--- src/rtl/updn_pkg.sv ---
package updn_pkg;
  localparam int unsigned NIB_W = 4;

  typedef enum logic [1:0] {
    OP_CLEAR = 2'd0,
    OP_PRESET = 2'd1,
    OP_STEP = 2'd2,
    OP_KEEP = 2'd3
  } stage_op_e;
endpackage

--- src/rtl/updn_ctrl.sv ---
module updn_ctrl
  import updn_pkg::*;
(
  input  logic      rst,
  input  logic      load_n,
  input  logic      en_p_n,
  input  logic      en_t_n,
  output stage_op_e op
);
  // priority: clear, preset, step, keep
  always_comb begin
    if (rst)                       op = OP_CLEAR;
    else if (!load_n)              op = OP_PRESET;
    else if (!en_p_n && !en_t_n)   op = OP_STEP;
    else                           op = OP_KEEP;
  end
endmodule

--- src/rtl/updn_tc_decode.sv ---
module updn_tc_decode #(
  parameter int unsigned W = 4
) (
  input  logic [W-1:0] q,
  input  logic         up,
  input  logic         en_t_n,
  output logic         tc_n
);
  logic at_top;
  logic at_bottom;
  logic at_term;

  always_comb begin
    at_top    = &q;
    at_bottom = ~|q;
    at_term   = up ? at_top : at_bottom;
    tc_n      = ~(at_term & ~en_t_n);
  end
endmodule

--- src/rtl/updn_stage.sv ---
module updn_stage
  import updn_pkg::*;
#(
  parameter int unsigned W = NIB_W
) (
  input  logic         clk,
  input  logic         rst,
  input  logic         up,
  input  logic         load_n,
  input  logic         en_p_n,
  input  logic         en_t_n,
  input  logic [W-1:0] d,
  output logic [W-1:0] q,
  output logic         tc_n
);
  localparam logic [W-1:0] ONE = W'(1);

  stage_op_e   op;
  logic [W-1:0] q_r;
  logic [W-1:0] q_step;

  updn_ctrl u_ctrl (
    .rst    (rst),
    .load_n (load_n),
    .en_p_n (en_p_n),
    .en_t_n (en_t_n),
    .op     (op)
  );

  updn_tc_decode #(.W(W)) u_tc (
    .q      (q_r),
    .up     (up),
    .en_t_n (en_t_n),
    .tc_n   (tc_n)
  );

  always_comb q_step = up ? (q_r + ONE) : (q_r - ONE);

  always_ff @(posedge clk) begin
    case (op)
      OP_CLEAR:  q_r <= '0;
      OP_PRESET: q_r <= d;
      OP_STEP:   q_r <= q_step;
      default:   q_r <= q_r;
    endcase
  end

  assign q = q_r;

  p_clear_r9: assert property (@(posedge clk) rst |=> (q == '0));
  p_preset_r2: assert property (@(posedge clk) disable iff (rst)
    !load_n |=> (q == $past(d)));
  p_keep_r5: assert property (@(posedge clk) disable iff (rst)
    (load_n && (en_p_n || en_t_n)) |=> $stable(q));
  p_wrap_up_r4: assert property (@(posedge clk) disable iff (rst)
    (load_n && !en_p_n && !en_t_n && up && (&q)) |=> (q == '0));
  p_wrap_dn_r4: assert property (@(posedge clk) disable iff (rst)
    (load_n && !en_p_n && !en_t_n && !up && (q == '0)) |=> (&q));
endmodule

--- src/rtl/updn_cascade.sv ---
module updn_cascade
  import updn_pkg::*;
#(
  parameter int unsigned STAGES  = 2,
  parameter int unsigned STAGE_W = NIB_W
) (
  input  logic                        clk,
  input  logic                        sim_rst,
  input  logic                        up_dn,
  input  logic                        load_n,
  input  logic                        en_par_n,
  input  logic                        en_carry_n,
  input  logic [STAGES*STAGE_W-1:0]   load_val,
  output logic [STAGES*STAGE_W-1:0]   count_q,
  output logic                        tc_n
);
  localparam int unsigned TOTAL_W = STAGES * STAGE_W;
  localparam logic [TOTAL_W-1:0] ONE_T = TOTAL_W'(1);

  logic [STAGES:0] carry_n;

  assign carry_n[0] = en_carry_n;

  for (genvar k = 0; k < STAGES; k++) begin : g_stage
    updn_stage #(.W(STAGE_W)) u_stage (
      .clk    (clk),
      .rst    (sim_rst),
      .up     (up_dn),
      .load_n (load_n),
      .en_p_n (en_par_n),
      .en_t_n (carry_n[k]),
      .d      (load_val[k*STAGE_W +: STAGE_W]),
      .q      (count_q[k*STAGE_W +: STAGE_W]),
      .tc_n   (carry_n[k+1])
    );
  end

  assign tc_n = carry_n[STAGES];

  p_tc_gated_r6: assert property (@(posedge clk) disable iff (sim_rst)
    en_carry_n |-> tc_n);
  p_chain_up_r8: assert property (@(posedge clk) disable iff (sim_rst)
    (load_n && !en_par_n && !en_carry_n && up_dn)
      |=> (count_q == $past(count_q) + ONE_T));
  p_chain_dn_r8: assert property (@(posedge clk) disable iff (sim_rst)
    (load_n && !en_par_n && !en_carry_n && !up_dn)
      |=> (count_q == $past(count_q) - ONE_T));
  p_edge_only_r1: assert property (@(posedge clk) disable iff (sim_rst)
    (load_n && en_par_n) |=> $stable(count_q));
endmodule

--- config.mk ---
export PLATFORM = sky130hd
export DESIGN_NAME = updn_cascade
export DESIGN_NICKNAME = d
export VERILOG_FILES = /design/src/rtl/updn_pkg.sv /design/src/rtl/updn_ctrl.sv /design/src/rtl/updn_tc_decode.sv /design/src/rtl/updn_stage.sv /design/src/rtl/updn_cascade.sv
export SDC_FILE = /design/constraint.sdc
export NUM_CORES = 1
export LEC_CHECK = 0
export ABC_AREA = 1
export CAP_MARGIN = 20
export CORE_ASPECT_RATIO = 1.25
export CORE_MARGIN = 2
export CORE_UTILIZATION = 40
export CTS_BUF_LIST = sky130_fd_sc_hd__clkbuf_16
export CTS_CLUSTER_DIAMETER = 150
export DETAILED_ROUTE_END_ITERATION = 7
export GPL_TIMING_DRIVEN = 0
export PLACE_DENSITY = 0.74
export SLEW_MARGIN = 30
export SYNTH_ARGS = -nofsm -noshare
export SYNTH_HDL_FRONTEND = slang
export SYNTH_SLANG_ARGS = --single-unit
--- constraint.sdc ---
create_clock -name clk -period 1.4 [get_ports clk]
set_input_delay 0.42 -clock clk [delete_from_list [all_inputs] [get_ports clk]]
set_output_delay 0.42 -clock clk [all_outputs]
set_load 0.01 [all_outputs]
==> summary.txt <==
Synthesis
  • Post-Synth Adder-Cell Area: roughly 13%
  • Ranking of synthesized cells by area: edfxtp_1, nand2_1, ha_1
  • Synth Area in XOR/XNOR: under 10%
  • Top cell type by total area after synthesis: edfxtp_1
  • Compound-cell area share of the yosys netlist: a little under a tenth
  • Area share of and/or/nand/nor cells after synthesis: roughly 34%
  • Yosys top cell area share: around a third
  • Synth Warn #: 0
  • Yosys reg bits: 8
  • Mapped Area: approximately 690 sq um
  • Seq/Total Area, Yosys: between 30% and 40%
  • Post-synthesis mux area share: 0%
  • Net Count, Synth: ~100
  • Syn_area_per_cell: roughly 8.4 sq um
  • Gate Count Post-Synth: 83
  • Post-synth cell types: 24
  • Largest family of logic cells by synthesized area: simple AND/OR/NAND/NOR gates

Die
  • Core area: approximately 1600 sq um
  • Die Width: around 41 microns
  • Die Y-Extent: roughly 51 microns
  • I/O pin cnt: 23
  • Initial Util: between 40% and 50%
  • Die Area: roughly 2100 sq um
  • Row count: 16

Worst setup path
  • Critical Path Max Stage Delay: 0.41 ns
  • Worst path depth: 7
  • Worst-path fanout max: 3
  • Delay-heaviest family, CP: flip-flops
  • Most used cell, CP: nand2_2
  • WP buf/inv: 2
  • Crit path capture type: output pin
  • WS Path Type: flop to output pin
  • Slowest stage cell, crit path: edfxtp_1
  • Crit-path cells: buf_6, nand2_2, nor2_2, nand2_2, nand2_4, nand3b_1, buf_2
  • Worst Path Required: 0.98 ns
  • CP Launch Type: flop
  • CP arrival: roughly 1.3 ns
  • R2R depth: 8
  • Worst R2R Setup Slack: -0.21 ns

CTS
  • Clock buffer count from CTS: 3
  • Worst-path clk slew: roughly 0.040 ns
  • Clock sinks: 8
  • Worst-Skew Late Latency: about 0.23 ns
  • TritonCTS clock tree: yes
  • CTS H-tree depth: 1
  • Max Buffers Root-to-Sink: 2
  • CTS Root Cell: clkbuf_16

Timing
  • Clk_skew: 0.000630 ns
  • Max_slew headroom: around 77%
  • Final worst-path cycle share: 123%
  • Setup WS post-layout: -0.316 ns
  • Min Clock Period, post-route: about 1.7 ns
  • RSZ-0062 raised after global routing: true
  • Hold Violations, Final: 0
  • Max Slew Vio Count: 0
  • Final setup viols: 14
  • Setup TNS: -2.03 ns
  • Max Clk Rate: slightly below 0.6 GHz
  • Least-Margin Pin Slew: roughly 0.34 ns

Global route
  • Largest net degree at the start of global routing: 9
  • Gr usage total: between 20% and 30%
  • Grt ovf: 0
  • Vias in the first global route: roughly 690
  • Antenna violations before repair: 0
  • First-pass GRT wire length: between 2000 and 3000 microns

Place
  • GPL Wtd Cong: 0.673
  • IO buf count: 22
  • DP Worst Slack: -1.11 ns
  • DPL Wire Length: 1180 microns
  • Placed cell count: about 120

Final layout
  • Diodes inserted: 0
  • Area of the multi-input gates: ~540 sq um
  • # nets final: approximately 150
  • Most common cell after layout, fill and taps aside: nand2_1
  • Max reg flops: 8
  • Layout area overhead: 90.8%
  • Finished Layout Cells: 145
  • Fill cells: slightly above 90
  • Layout cells sized above 1: roughly 53%
  • Most frequent cells in the layout: nand2_1, buf_6, buf_4, edfxtp_1, clkdlybuf4s50_1
  • Register area: around 240 sq um

Run status
  • Failing checks: setup timing
  • Status: complete, but fails checks

Detailed routing
  • Routed len/inst: approximately 15 microns
  • Via density per instance: between 5 and 6
  • First-pass DRT Iterations: 2
  • Antenna violation net count after detailed routing: 0
  • Detailed Route Iter0 Violations: 4
  • DRC viols: 0
  • Routed via count: approximately 730
  • Final WL: about 2100 microns

Hold path
  • Hold Path Class: input pin to flop
  • Hold depth: 4

Power and ir drop
  • P_leak: 0.608 nW
  • Pwr Density: 922 nW/um^2
  • Peak VDD IR: approximately 1.3 mV

Run
  • Number of max-cap violations: 0
-- report_power, final --
group	switching (mW)	leakage (nW)	internal (mW)
Clock	0.118	0.0370	0.369
Sequential	0.0276	0.0868	0.293
Combinational	0.195	0.484	0.217
Total	0.341	0.608	0.879
-- worst paths after layout --
path                                                        start                                end
worst min register to register  g_stage[1].u_stage.q[3]$_DFFE_PP_  g_stage[1].u_stage.q[3]$_DFFE_PP_
worst max register to register  g_stage[0].u_stage.q[0]$_DFFE_PP_  g_stage[1].u_stage.q[3]$_DFFE_PP_
worst max-delay path            g_stage[0].u_stage.q[0]$_DFFE_PP_                               tc_n
worst min-delay path                                       load_n  g_stage[1].u_stage.q[1]$_DFFE_PP_
-- repair_timing --
| action | CTS | global route |
|---|---|---|
| endpoints found under the setup margin | 25 | 22 |
| cloned | 0 | 0 |
| pin swaps | 9 | 7 |
| hold buffers | 0 | 0 |
| hold endpoints to repair | 0 | 0 |
| resized for setup | 54 | 33 |
| setup buffers | 14 | 8 |
-- per-layer routing --
layer / track usage [%] / part of all wire (%) / up-vias
met4: 8.06 / 1.3 / 0
met1: 29.8 / 41 / 346
met2: 31.3 / 55 / 13
li1: - / - / 369
met5: 0 / 0 / -
met3: 1.33 / 2.0 / 4
-- per-stage QoR --
step	util [%]	hold slack, ns	power [mW]	cell area (sq um)
2_1_floorplan	-	0.606	0.456	693
3_3_place_gp	58.4	0.695	0.569	936
3_5_place_dp	58.4	0.710	0.576	936
4_1_cts	73.7	0.756	1.13	1180
5_1_grt	82.6	0.821	1.26	1320
6_report	82.6	0.770	1.22	1320
-- kinds of logic after synthesis --
kind of cell / count (synthesis)
simple gates: 46
compound gates: 10
buf+inv: 10
flops: 8
fa+ha+maj: 6
xor+xnor: 3
-- worst reg2reg max path, cell delays in order (launching register included) --
cell      delay [ns]
edfxtp_1        0.41
buf_6           0.13
nand2_2         0.04
nor2_2          0.10
nand2_2         0.10
buf_6           0.13
buf_6           0.11
buf_6           0.11
a31oi_4         0.18
-- final cells by class --
type                       instances  area share, %
clock buffer                       3           5.68
sequential                         8           18.2
timing repair buffer              41           30.2
multi-input combinational         65           41.0
inverter                          10           3.31
tap                               18           1.70
-- cell usage after synthesis --
cell / instances
o21ai_2: 3
inv_2: 1
nand2_1: 19
nand3_1: 8
a21oi_1: 1
nor2_2: 1
fa_1: 2
o21ai_1: 3
nor2_8: 1
nand2_4: 2
o21ai_0: 2
nand3b_1: 1
nand2_2: 2
xnor2_1: 2
edfxtp_1: 8
nand3_2: 1
nand4_1: 1
ha_1: 4
clkinv_1: 1
nor3_1: 2
inv_1: 8
nor2_1: 8
xor2_1: 1
a31oi_1: 1
No activity file was read; power rests on OpenSTA's default activity.
